--- src/rtl/fsst_pkg.sv ---
package fsst_pkg;

  localparam int unsigned NPLANE   = 2;
  localparam int unsigned POLL_BIT = 7;
  localparam int unsigned TOG_BIT  = 6;
  localparam int unsigned SUSP_BIT = 2;

  typedef struct packed {
    logic prog;
    logic erase;
    logic susp;
  } fsst_hit_t;

  function automatic logic upper_plane(input logic [31:0] addr,
                                       input logic [31:0] split);
    return addr >= split;
  endfunction

  function automatic logic [31:0] sector_index(input logic [31:0] addr,
                                               input int unsigned boot_sects,
                                               input int unsigned small_shift,
                                               input int unsigned big_shift);
    logic [31:0] boot_end;
    boot_end = 32'(boot_sects) << small_shift;
    if (addr < boot_end) return addr >> small_shift;
    return 32'(boot_sects) + ((addr - boot_end) >> big_shift);
  endfunction

endpackage

--- src/rtl/fsst_decode.sv ---
module fsst_decode
  import fsst_pkg::*;
#(
  parameter int unsigned AW           = 20,
  parameter int unsigned PLANE_B_BASE = 32'h40000,
  parameter int unsigned BOOT_SECTS   = 8,
  parameter int unsigned SMALL_SHIFT  = 12,
  parameter int unsigned BIG_SHIFT    = 15
) (
  input  logic              [AW-1:0] rd_addr,
  input  logic                       prog_busy,
  input  logic                       prog_plane,
  input  logic                       erase_busy,
  input  logic                       erase_plane,
  input  logic                       susp_active,
  input  logic              [AW-1:0] susp_addr,
  output logic                       rd_plane,
  output fsst_hit_t                  hit,
  output logic          [NPLANE-1:0] plane_busy
);

  logic [31:0] rd_wide;
  logic [31:0] susp_wide;
  logic [31:0] rd_sector;
  logic [31:0] susp_sector;

  assign rd_wide     = 32'(rd_addr);
  assign susp_wide   = 32'(susp_addr);
  assign rd_plane    = upper_plane(rd_wide, 32'(PLANE_B_BASE));
  assign rd_sector   = sector_index(rd_wide, BOOT_SECTS, SMALL_SHIFT, BIG_SHIFT);
  assign susp_sector = sector_index(susp_wide, BOOT_SECTS, SMALL_SHIFT, BIG_SHIFT);

  assign hit.prog  = prog_busy && (prog_plane == rd_plane);
  assign hit.erase = erase_busy && (erase_plane == rd_plane);
  assign hit.susp  = susp_active && (rd_sector == susp_sector);

  for (genvar p = 0; p < NPLANE; p++) begin : g_busy
    assign plane_busy[p] = (prog_busy && (prog_plane == 1'(p))) ||
                           (erase_busy && (erase_plane == 1'(p)));
  end

endmodule

--- src/rtl/fsst_toggle.sv ---
module fsst_toggle
  import fsst_pkg::*;
(
  input  logic              clk,
  input  logic              rst_n,
  input  logic              rd_n,
  input  logic              rd_plane,
  input  fsst_hit_t         hit,
  input  logic [NPLANE-1:0] plane_busy,
  input  logic              susp_active,
  output logic [NPLANE-1:0] t6,
  output logic              t2,
  output logic              rd_end
);

  logic rd_n_q;
  logic t2_q;

  always_ff @(posedge clk) begin
    if (!rst_n) rd_n_q <= 1'b1;
    else        rd_n_q <= rd_n;
  end

  assign rd_end = rd_n && !rd_n_q;

  for (genvar p = 0; p < NPLANE; p++) begin : g_plane
    logic q;
    logic flip;
    assign flip = rd_end && (hit.prog || hit.erase) && (rd_plane == 1'(p));

    always_ff @(posedge clk) begin
      if (!rst_n)              q <= 1'b0;
      else if (!plane_busy[p]) q <= 1'b0;
      else if (flip)           q <= ~q;
    end
    assign t6[p] = q;

    // toggle state returns to 0 once the plane is idle
    a_r3_clear_idle: assert property (@(posedge clk) disable iff (!rst_n)
      !plane_busy[p] |=> !t6[p]);
    // a completed read of a busy plane inverts its toggle
    a_r3_flip_on_read: assert property (@(posedge clk) disable iff (!rst_n)
      (plane_busy[p] && flip) |=> (t6[p] != $past(t6[p])));
  end

  always_ff @(posedge clk) begin
    if (!rst_n)            t2_q <= 1'b0;
    else if (!susp_active) t2_q <= 1'b0;
    else if (rd_end && hit.susp) t2_q <= ~t2_q;
  end
  assign t2 = t2_q;

  // suspend parity advances on each completed read of the held sector
  a_r4_susp_flip: assert property (@(posedge clk) disable iff (!rst_n)
    (susp_active && rd_end && hit.susp) |=> (t2 != $past(t2)));
  // suspend parity is cleared when the hold ends
  a_r4_susp_clear: assert property (@(posedge clk) disable iff (!rst_n)
    !susp_active |=> !t2);

endmodule

--- src/rtl/fsst_merge.sv ---
module fsst_merge
  import fsst_pkg::*;
#(
  parameter int unsigned DW = 16
) (
  input  logic [DW-1:0] arr_data,
  input  logic [DW-1:0] prog_data,
  input  fsst_hit_t     hit,
  input  logic          t6_sel,
  input  logic          t2,
  output logic [DW-1:0] rd_data
);

  always_comb begin
    rd_data = arr_data;
    if (hit.prog) begin
      rd_data[POLL_BIT] = ~prog_data[POLL_BIT];
      rd_data[TOG_BIT]  = t6_sel;
      if (hit.susp) rd_data[SUSP_BIT] = t2;
    end else if (hit.erase) begin
      rd_data[POLL_BIT] = 1'b0;
      rd_data[TOG_BIT]  = t6_sel;
    end else if (hit.susp) begin
      rd_data[POLL_BIT] = 1'b1;
      rd_data[TOG_BIT]  = 1'b1;
      rd_data[SUSP_BIT] = t2;
    end
  end

endmodule

--- src/rtl/fsst_status_gen.sv ---
module fsst_status_gen
  import fsst_pkg::*;
#(
  parameter int unsigned AW           = 20,
  parameter int unsigned DW           = 16,
  parameter int unsigned PLANE_B_BASE = 32'h40000,
  parameter int unsigned BOOT_SECTS   = 8,
  parameter int unsigned SMALL_SHIFT  = 12,
  parameter int unsigned BIG_SHIFT    = 15
) (
  input  logic          clk,
  input  logic          rst_n,
  input  logic          rd_n,
  input  logic [AW-1:0] rd_addr,
  input  logic [DW-1:0] arr_data,
  input  logic          prog_busy,
  input  logic          prog_plane,
  input  logic [DW-1:0] prog_data,
  input  logic          erase_busy,
  input  logic          erase_plane,
  input  logic          susp_active,
  input  logic [AW-1:0] susp_addr,
  output logic [DW-1:0] rd_data,
  output logic          rb_low
);

  localparam logic [DW-1:0] STATUS_MASK =
    (DW'(1) << POLL_BIT) | (DW'(1) << TOG_BIT) | (DW'(1) << SUSP_BIT);

  logic              rd_plane;
  fsst_hit_t         hit;
  logic [NPLANE-1:0] plane_busy;
  logic [NPLANE-1:0] t6;
  logic              t2;
  logic              rd_end;
  logic              t6_sel;
  logic              any_busy;
  logic              rb_q;

  fsst_decode #(
    .AW(AW), .PLANE_B_BASE(PLANE_B_BASE), .BOOT_SECTS(BOOT_SECTS),
    .SMALL_SHIFT(SMALL_SHIFT), .BIG_SHIFT(BIG_SHIFT)
  ) u_decode (
    .rd_addr(rd_addr), .prog_busy(prog_busy), .prog_plane(prog_plane),
    .erase_busy(erase_busy), .erase_plane(erase_plane),
    .susp_active(susp_active), .susp_addr(susp_addr),
    .rd_plane(rd_plane), .hit(hit), .plane_busy(plane_busy)
  );

  fsst_toggle u_toggle (
    .clk(clk), .rst_n(rst_n), .rd_n(rd_n), .rd_plane(rd_plane), .hit(hit),
    .plane_busy(plane_busy), .susp_active(susp_active),
    .t6(t6), .t2(t2), .rd_end(rd_end)
  );

  assign t6_sel = t6[rd_plane];

  fsst_merge #(.DW(DW)) u_merge (
    .arr_data(arr_data), .prog_data(prog_data), .hit(hit),
    .t6_sel(t6_sel), .t2(t2), .rd_data(rd_data)
  );

  assign any_busy = prog_busy || erase_busy;

  always_ff @(posedge clk) begin
    if (!rst_n) rb_q <= 1'b0;
    else        rb_q <= any_busy;
  end
  assign rb_low = rb_q;

  a_r1_poll_inverted: assert property (@(posedge clk) disable iff (!rst_n)
    hit.prog |-> (rd_data[POLL_BIT] == ~prog_data[POLL_BIT]));
  a_r2_erase_zero: assert property (@(posedge clk) disable iff (!rst_n)
    (hit.erase && !hit.prog) |-> !rd_data[POLL_BIT]);
  a_r4_held_sector: assert property (@(posedge clk) disable iff (!rst_n)
    (hit.susp && !hit.prog && !hit.erase) |-> (rd_data[POLL_BIT] && rd_data[TOG_BIT]));
  a_r6_idle_pass: assert property (@(posedge clk) disable iff (!rst_n)
    !(hit.prog || hit.erase || hit.susp) |-> (rd_data == arr_data));
  a_r8_other_bits: assert property (@(posedge clk) disable iff (!rst_n)
    ((rd_data & ~STATUS_MASK) == (arr_data & ~STATUS_MASK)));
  a_r7_busy_pull: assert property (@(posedge clk) disable iff (!rst_n)
    any_busy |=> rb_low);
  a_r7_release: assert property (@(posedge clk) disable iff (!rst_n)
    !any_busy |=> !rb_low);

endmodule

--- config.mk ---
export PLATFORM = sky130hd
export DESIGN_NAME = fsst_status_gen
export DESIGN_NICKNAME = d
export VERILOG_FILES = /design/src/rtl/fsst_pkg.sv /design/src/rtl/fsst_decode.sv /design/src/rtl/fsst_toggle.sv /design/src/rtl/fsst_merge.sv /design/src/rtl/fsst_status_gen.sv
export SDC_FILE = /design/constraint.sdc
export NUM_CORES = 1
export LEC_CHECK = 0
export ABC_AREA = 0
export BUFFER_PORTS_ARGS = -buffer_cell sky130_fd_sc_hd__buf_2
export CAP_MARGIN = 20
export CORE_ASPECT_RATIO = 0.6
export CORE_MARGIN = 2
export CORE_UTILIZATION = 41
export DETAILED_ROUTE_END_ITERATION = 10
export MAX_ROUTING_LAYER = met4
export PLACE_DENSITY = 0.88
export SYNTH_ARGS = -nofsm -noshare
export SYNTH_HDL_FRONTEND = slang
export SYNTH_SLANG_ARGS = --single-unit
--- constraint.sdc ---
create_clock -name clk -period 12.65 [get_ports clk]
set_clock_uncertainty 0.2 [all_clocks]
set_input_delay 2.53 -clock clk [delete_from_list [all_inputs] [get_ports clk]]
set_output_delay 2.53 -clock clk [all_outputs]
set_load 0.02 [all_outputs]
==> impl_results.md, run 1 <==
- Status: complete, no violations
- Crit path kind: input port to primary output
- First-pass GRT wire length: 3857 um
- Comb pwr share: 0.442
- CTS Hold Buffers Added: 0
- Sw frac: 0.3425
- Core Rows: 14
- Syn Inst Count: 132
- Die width: 70.18 um
- Internal power component: 0.00005368 W
- Mean Syn Cell Area: 8.161 um2
- First DRT Iteration DRCs: 74
- Postcts setup bufs: 0
- Register area share after synthesis: 0.09292
- Post-Syn Area: 0.001077 mm2
- Critical path origin: susp_addr[16]
- Largest net degree at the start of global routing: 11
- Peak supply drop: 42.51 uV
- Worst Setup End Kind: primary output
- Max Fclk: 117.0 MHz
- Total negative slack: 0 ns
- Routed wire length: 2320 um
- GP Congestion: 0.7957
- RSZ-0062 raised after global routing: false
- Startpoint Class: input port
- Vias in the first global route: 914
- Max Slew Vio Count: 0
- Worst R2R Start: u_toggle.rd_n_q
- Synth async-reset ratio: 0
- Hold crit path type: flop to flop
- Antenna fix cells: 0
- Reg power frac: 0.201
- Net count after synthesis: 222
- PwrDens: 68.05 mW/mm2
- Post-synth top area share: 0.1161
- Root buffer cell: clkbuf_8
- Largest stage delay, worst path: 0.42 ns
- Uppermost layer routed: met4
- Crit path DAT: 5.82 ns
- Area delta synth->final: 11.38%
- TritonRoute pass-1 iters: 4
- CTS Sinks: 5
- CORE AREA: 0.002505 mm2
- Static Leak: 0.5360 nW
- Antenna Nets Post-Route: 0
- Placed cell count: 179
- Synth warn: 0
- Wire length on met2: 968 um
- Initial antenna violation count: 0
- CP cell instances: buf_2 -> inv_1 -> ha_1 -> nor2b_1 -> nor2b_1 -> xor2_1 -> ha_1 -> ha_1 -> nor4bb_1 -> a31oi_1 -> o31ai_1 -> o2111ai_1 -> a2111oi_4 -> o211ai_2 -> mux2_4 -> buf_2
- MaxCap Viol Count: 0
- Share of cells above drive strength 1: 0.2583
- Die ar.: 0.003067 mm2
- Worst Tran Pin Value: 0.6305 ns
- Total gr overflow: 0
- Post-DP Area: 0.001155 mm2
- Nets: 242
- Max clock buf depth: 2
- Synth top area cells: ha_1 12%, dfxtp_1 9.3%, buf_4 9.1%
- H-tree levels: 1
- Post-synth top flop: dfxtp_1
- Post-CTS resize count: 0
- Initial core utilization: 0.4301
- Post-DP HPWL: 1913 um
- Slowest CP cell: a2111oi_4
- DIE HEIGHT: 43.71 um
- Crit Path Max Fanout: 5
- R2r worst-path depth: 4
- Hold Vio Cnt, Final: 0
- Min Clock Period, post-route: 8.545 ns
- Global Route Usage Sum: 0.1617
- Clock share of power: 0.357
- Cell variety after synth: 43
- CTS tree: built
- Final period util: 0.6755
- Max_slew headroom: 0.5779
- Psw: 0.00002797 W
- Worst-Skew Late Latency: 0.22 ns
- Met1 Wirelength: 1133 um
- Number of remaining DRC errors: 0
- Worst-path clk slew: 0.04 ns
- CTS buffer count: 3
- Final Util: 0.4790
- Port-buffer cells: 31
- EDFF count, synth: 0
- Detailed-route via count: 999
- Worst EP required: 9.92 ns
- Cell taking the most area after synthesis: ha_1
- Terminus of the critical flop-to-flop path: u_toggle.g_plane[0].q
- Met3 routed WL: 197 um
- I/O pin count: 97
- Critical path capture point: rd_data[2]
- Final count of negative-setup-slack endpoints: 0
- Most frequent cells after synthesis: 13 x buf_4, 11 x xnor2_1, 10 x ha_1, 10 x inv_1, 9 x nor2_1
- Final Instance Area: 0.001200 mm2
- Most instantiated library cell after synthesis: buf_4
- Non-filler cells, final: 183
- Vias per cell: 5.459
- Yosys reg bits: 5
- R2R setup slack: 11.36 ns
- Wire per inst: 12.68 um
- Top cell by count, worst path: ha_1
layout by cell type (no fill, tap or decap), types with 3 or more instances in the layout:
cell      count
buf_2        31
clkbuf_8      3
dfxtp_1       5
ha_1         10
inv_1        10
mux2i_1       8
nand2_1       4
nand2b_1      4
nor2_1        9
nor2b_1       4
nor3_1        4
o21ai_0       3
o22ai_1       3
o31ai_1       3
xnor2_1      11
xor2_1        5
layout make-up:
type	instances	area [um2]
multi-input cells	101	822.0
clock buffers	4	45.04
fillers	237	1305
inverters	10	37.54
repair buffers	31	155.1
flip-flops and latches	5	100.1
well taps	32	40.04
worst max-delay path: cells and delay by family:
family	cells	cell delay [ns]
mux	1	0.32
buf+inv	3	0.35
compound gates	5	1.07
simple gates	3	0.68
fa+ha+maj	3	0.67
xor+xnor	1	0.21
state kept, by name, indices dropped and copies added, names as in the netlist:
signal              count
rb_low                  1
u_toggle.g_plane.q      2
u_toggle.rd_n_q         1
u_toggle.t2             1
how the worst min path moves through the flow:
stage                      from           to  slack [ns]  depth (start not counted)
CTS                 u_toggle.t2  u_toggle.t2        0.29                          2
global route        u_toggle.t2  u_toggle.t2        0.35                          2
detailed placement  u_toggle.t2  u_toggle.t2        0.29                          2
floorplan           u_toggle.t2  u_toggle.t2        0.26                          2
global placement    u_toggle.t2  u_toggle.t2        0.28                          2
finish              u_toggle.t2  u_toggle.t2        0.29                          2
logic make-up (layout without fill, tap and decap cells):
kind of cell / count (synthesis) / after routing / share of synthesized area
buffers and inverters: 26 / 45 / 0.1440
and+or+nand+nor: 42 / 42 / 0.2509
DFF: 5 / 5 / 0.09292
muxes: 9 / 9 / 0.08827
AOI/OAI and AO/OA: 24 / 24 / 0.1777
adders and majority gates: 10 / 10 / 0.1161
xor gates and xnor gates: 16 / 16 / 0.1301
metrics by stage:
step           hold slack (ns)  setup slack, ns   power (W)
3_3_place_gp            0.2779            4.157  0.00005165
3_5_place_dp            0.2891            4.139  0.00005226
5_1_grt                 0.3468            3.779  0.00008711
6_report                0.2947            4.105  0.00008165
2_1_floorplan           0.2571            4.636  0.00004798
4_1_cts                 0.2948            4.105  0.00008191
routing by layer:
layer  track usage  up-vias
met4       0.02308        0
met5             -        -
met1        0.2269      452
met3       0.05349        6
li1              -      501
met2        0.2305       40
power groups by stage:
stage	Combinational [W]	Clock, W	Sequential [W]
6_report	0.0000361	0.0000292	0.0000164
5_1_grt	0.0000398	0.0000308	0.0000164
4_1_cts	0.0000360	0.0000294	0.0000164
3_5_place_dp	0.0000356	0	0.0000166
3_3_place_gp	0.0000350	0	0.0000166
2_1_floorplan	0.0000311	0	0.0000169
Power figures use the tool's default switching activity.
==> run 2: changes to the inputs <==
Settings changed: CORE_UTILIZATION 41 to 34, PLACE_DENSITY 0.88 to 0.78.
Clock period 12.65 ns to 7.8 ns, I/O delays scaled along.
==> impl_results.md, run 2 (same netlist as run 1, synthesis figures left out) <==
- First DRT Iteration DRCs: 26
- Postcts setup bufs: 0
- Worst Tran Pin Value: 0.6205 ns
- Largest net degree at the start of global routing: 11
- Core Rows: 15
- CORE AREA: 0.002947 mm2
- Worst-path clk slew: 0.04 ns
- Port-buffer cells: 31
- Nets: 242
- CTS tree: built
- Antenna Nets Post-Route: 0
- Initial antenna violation count: 0
- PwrDens: 109.4 mW/mm2
- Placed cell count: 189
- DIE HEIGHT: 47.60 um
- TritonRoute pass-1 iters: 4
- Share of cells above drive strength 1: 0.2583
- Worst EP required: 6.04 ns
- Worst-Skew Late Latency: 0.22 ns
- Post-CTS resize count: 0
- Initial core utilization: 0.3656
- Antenna fix cells: 0
- GP Congestion: 0.7754
- Total negative slack: 0 ns
- Routed wire length: 2110 um
- Non-filler cells, final: 193
- MaxCap Viol Count: 0
- Post-DP HPWL: 1866 um
- Die ar.: 0.003649 mm2
- Die width: 76.67 um
- Final count of negative-setup-slack endpoints: 0
- Wire per inst: 10.93 um
- Max clock buf depth: 2
- Vias per cell: 4.850
- Area delta synth->final: 12.54%
- Vias in the first global route: 768
- Max Slew Vio Count: 0
- Root buffer cell: clkbuf_8
- Peak supply drop: 45.99 uV
- Static Leak: 0.5360 nW
- CTS buffer count: 3
- H-tree levels: 1
- Max Fclk: 149.4 MHz
- RSZ-0062 raised after global routing: false
- Commonest non-fill, non-tap cell in the layout: buf_2
- CTS Hold Buffers Added: 0
- Reg with most FFs: u_toggle.g_plane.q
- Commonest cells after routing, fill and taps aside: 31 x buf_2, 11 x xnor2_1, 10 x inv_1, 10 x ha_1, 9 x nor2_1
- Status: complete, no violations
- Global Route Usage Sum: 0.1221
- Hold Vio Cnt, Final: 0
- Max_slew headroom: 0.5820
- Detailed-route via count: 936
- First-pass GRT wire length: 3408 um
- Startpoint Class: input port
- Final period util: 0.8581
- Min Clock Period, post-route: 6.693 ns
- Number of remaining DRC errors: 0
- Worst Setup End Kind: primary output
- Crit path DAT: 4.93 ns
- Crit path kind: input port to primary output
- CTS Sinks: 5
- Total gr overflow: 0
- I/O pin count: 97
- Hold crit path type: flop to flop
- Crit Path Max Fanout: 5
- Largest register FFs: 2
## run 2: cell counts in the layout (fill, tap and decap cells not counted)
No cell type changed its count.
## run 2: power breakdown
part           leakage (nW)  internal [W]  switching [W]
Combinational         0.472     0.0000256      0.0000325
Sequential           0.0409     0.0000264    0.000000162
Clock                0.0228     0.0000351      0.0000128
## run 2: critical path, stage by stage
cell	delay, ns
buf_2	0.11
inv_1	0.08
ha_1	0.24
nor2b_1	0.24
nor2b_1	0.18
xor2_1	0.20
ha_1	0.18
ha_1	0.25
nor4bb_1	0.27
a31oi_1	0.07
o31ai_1	0.21
o2111ai_1	0.22
a2111oi_4	0.49
o211ai_2	0.16
mux2_4	0.32
buf_2	0.16
## run 2: final timing paths
check,startpoint,depth (start not counted),slack (ns),end
setup / recovery,susp_addr[16],16,1.11,rd_data[2]
hold / removal,u_toggle.t2,2,0.28,u_toggle.t2
setup reg to reg,u_toggle.rd_n_q,4,6.51,u_toggle.g_plane[0].q
hold reg to reg,u_toggle.t2,2,0.28,u_toggle.t2
## run 2: layout make-up
cell class	instances	area [um2]
Fill cell	297	1734
Clock buffer	4	45.04
Multi-Input combinational cell	101	822.0
Sequential cell	5	100.1
Tap cell	42	52.55
Inverter	10	37.54
Timing Repair Buffer	31	155.1
## run 2: per-stage QoR
stage / area [um2] / utilization / setup slack (ns) / hold slack (ns) / total power, W
floorplan: 1077 / - / 1.726 / 0.2571 / 0.00007781
global placement: 1167 / 0.3962 / 1.126 / 0.2758 / 0.00008445
detailed placement: 1167 / 0.3962 / 1.095 / 0.2835 / 0.00008508
CTS: 1212 / 0.4115 / 1.074 / 0.2904 / 0.0001339
global route: 1212 / 0.4115 / 0.7536 / 0.3203 / 0.0001433
finish: 1212 / 0.4115 / 1.107 / 0.2838 / 0.0001327
## run 2: per-layer routing
layer | vias to the layer above | routed length (um) | track usage
li1 | 501 | - | -
met1 | 407 | 1314 | 0.1812
met2 | 28 | 703 | 0.1684
met3 | 0 | 92 | 0.03585
met4 | 0 | 0 | 0
met5 | - | 0 | -
==> run 3: changes to the inputs <==
Settings changed: CORE_ASPECT_RATIO 0.6 to default.
==> impl_results.md, run 3 (same netlist as run 1, synthesis figures left out) <==
- First DRT Iteration DRCs: 22
- H-tree levels: 1
- Max clock buf depth: 2
- Worst Setup End Kind: primary output
- Crit path buffers/inverters: 3
- CP cell instances: buf_2 -> inv_1 -> ha_1 -> nor2b_1 -> nor2b_1 -> xor2_1 -> ha_1 -> ha_1 -> nor4bb_1 -> a31oi_1 -> o31ai_1 -> o2111ai_1 -> a2111oi_4 -> o211ai_2 -> mux2_4 -> buf_2
- Postcts setup bufs: 0
- Initial antenna violation count: 0
- CORE AREA: 0.003028 mm2
- DIE HEIGHT: 60.29 um
- RSZ-0062 raised after global routing: false
- CP Depth: 16
- Worst-path clk slew: 0.04 ns
- Largest stage delay, worst path: 0.46 ns
- Crit path kind: input port to primary output
- CTS tree: built
- Die ar.: 0.003635 mm2
- Core Rows: 20
- Number of remaining DRC errors: 0
- Post-DP HPWL: 1848 um
- Share of cells above drive strength 1: 0.2583
- Vias per cell: 4.877
- Final count of negative-setup-slack endpoints: 0
- Crit Path Max Fanout: 5
- I/O pin count: 97
- Post-CTS resize count: 0
- Detailed-route via count: 951
- Hold crit path type: flop to flop
- Crit path DAT: 4.89 ns
- Worst Tran Pin Value: 0.6260 ns
- Commonest cells after routing, fill and taps aside: 31 x buf_2, 11 x xnor2_1, 10 x inv_1, 10 x ha_1, 9 x nor2_1
- First-pass GRT wire length: 3553 um
- Delay-heaviest family, CP: compound AO/OA/AOI/OAI gates
- Antenna fix cells: 0
- Hold Vio Cnt, Final: 0
- Total negative slack: 0 ns
- Initial core utilization: 0.3558
- Die width: 60.29 um
- Fill cell count: 334
- Static Leak: 0.5282 nW
- GP Congestion: 0.8055
- Port-buffer cells: 31
- Reg with most FFs: u_toggle.g_plane.q
- Worst EP required: 6.04 ns
- CTS buffer count: 3
- Area delta synth->final: 11.03%
- Final period util: 0.8520
- Commonest non-fill, non-tap cell in the layout: buf_2
- Root buffer cell: clkbuf_4
- Peak supply drop: 44.80 uV
- Largest net degree at the start of global routing: 11
- Max_slew headroom: 0.5809
- PwrDens: 94.84 mW/mm2
- Wire per inst: 11.05 um
- Min Clock Period, post-route: 6.645 ns
- Vias in the first global route: 860
- CTS Hold Buffers Added: 0
- TritonRoute pass-1 iters: 4
- Worst Hold Depth: 2
- Global Route Usage Sum: 0.1291
- Worst-Skew Late Latency: 0.24 ns
- Max Fclk: 150.5 MHz
- CTS Sinks: 5
- Slowest CP cell: a2111oi_4
- Antenna Nets Post-Route: 0
- Status: complete, no violations
- Largest register FFs: 2
- Startpoint Class: input port
- Total gr overflow: 0
- MaxCap Viol Count: 0
- Top cell by count, worst path: ha_1
- Nets: 242
- Max Slew Vio Count: 0
- Total power: 0.0001134 W
- R2r worst-path depth: 4
- Routed wire length: 2155 um
==> run 3: where the power goes <==
part | switching (W) | internal (W) | total [W] | leakage (nW)
clock | 0.00000973 | 0.0000193 | 0.0000290 | 0.0150
sequential | 0.000000174 | 0.0000264 | 0.0000265 | 0.0409
combinational | 0.0000322 | 0.0000256 | 0.0000579 | 0.472
==> run 3: metal layers <==
metal | share of wire | up-vias | track usage
li1 | - | 502 | -
met5 | 0 | - | -
met1 | 0.46 | 434 | 0.1684
met2 | 0.50 | 15 | 0.2019
met4 | 0 | 0 | 0.04444
met3 | 0.034 | 0 | 0.01948
==> run 3: path summary, 6_finish.rpt <==
kind / slack, ns / endpoint / startpoint
worst min-delay path: 0.29 / u_toggle.t2 / u_toggle.t2
worst min register to register: 0.29 / u_toggle.t2 / u_toggle.t2
worst max register to register: 6.44 / u_toggle.g_plane[0].q / u_toggle.rd_n_q
worst max-delay path: 1.15 / rd_data[2] / susp_addr[16]
==> run 3: metrics by stage <==
step	cells	cell area, um2	worst slack (ns)	hold slack [ns]	util
4_1_cts	195	1196	1.109	0.2972	0.3950
3_5_place_dp	191	1170	1.112	0.2899	0.3864
5_1_grt	195	1196	0.8914	0.3083	0.3950
2_1_floorplan	132	1077	1.726	0.2571	-
6_report	195	1196	1.155	0.2926	0.3950
3_3_place_gp	191	1170	1.181	0.2809	0.3864
==> run 3: worst min-delay path, delay by kind of cell, from the launching register on <==
family | cells | cell delay, ns
DFF | 1 | 0.31
muxes | 1 | 0.06
and+or+nand+nor | 1 | 0.06
==> run 3: cell type report <==
| class | instances | area, um2 | share of cell area |
|---|---|---|---|
| clock buffers | 4 | 26.28 | 0.02197 |
| inverters | 10 | 37.54 | 0.03138 |
| multi-input cells | 101 | 822.0 | 0.6872 |
| flip-flops and latches | 5 | 100.1 | 0.08368 |
| well taps | 44 | 55.05 | 0.04602 |
| repair buffers | 31 | 155.1 | 0.1297 |
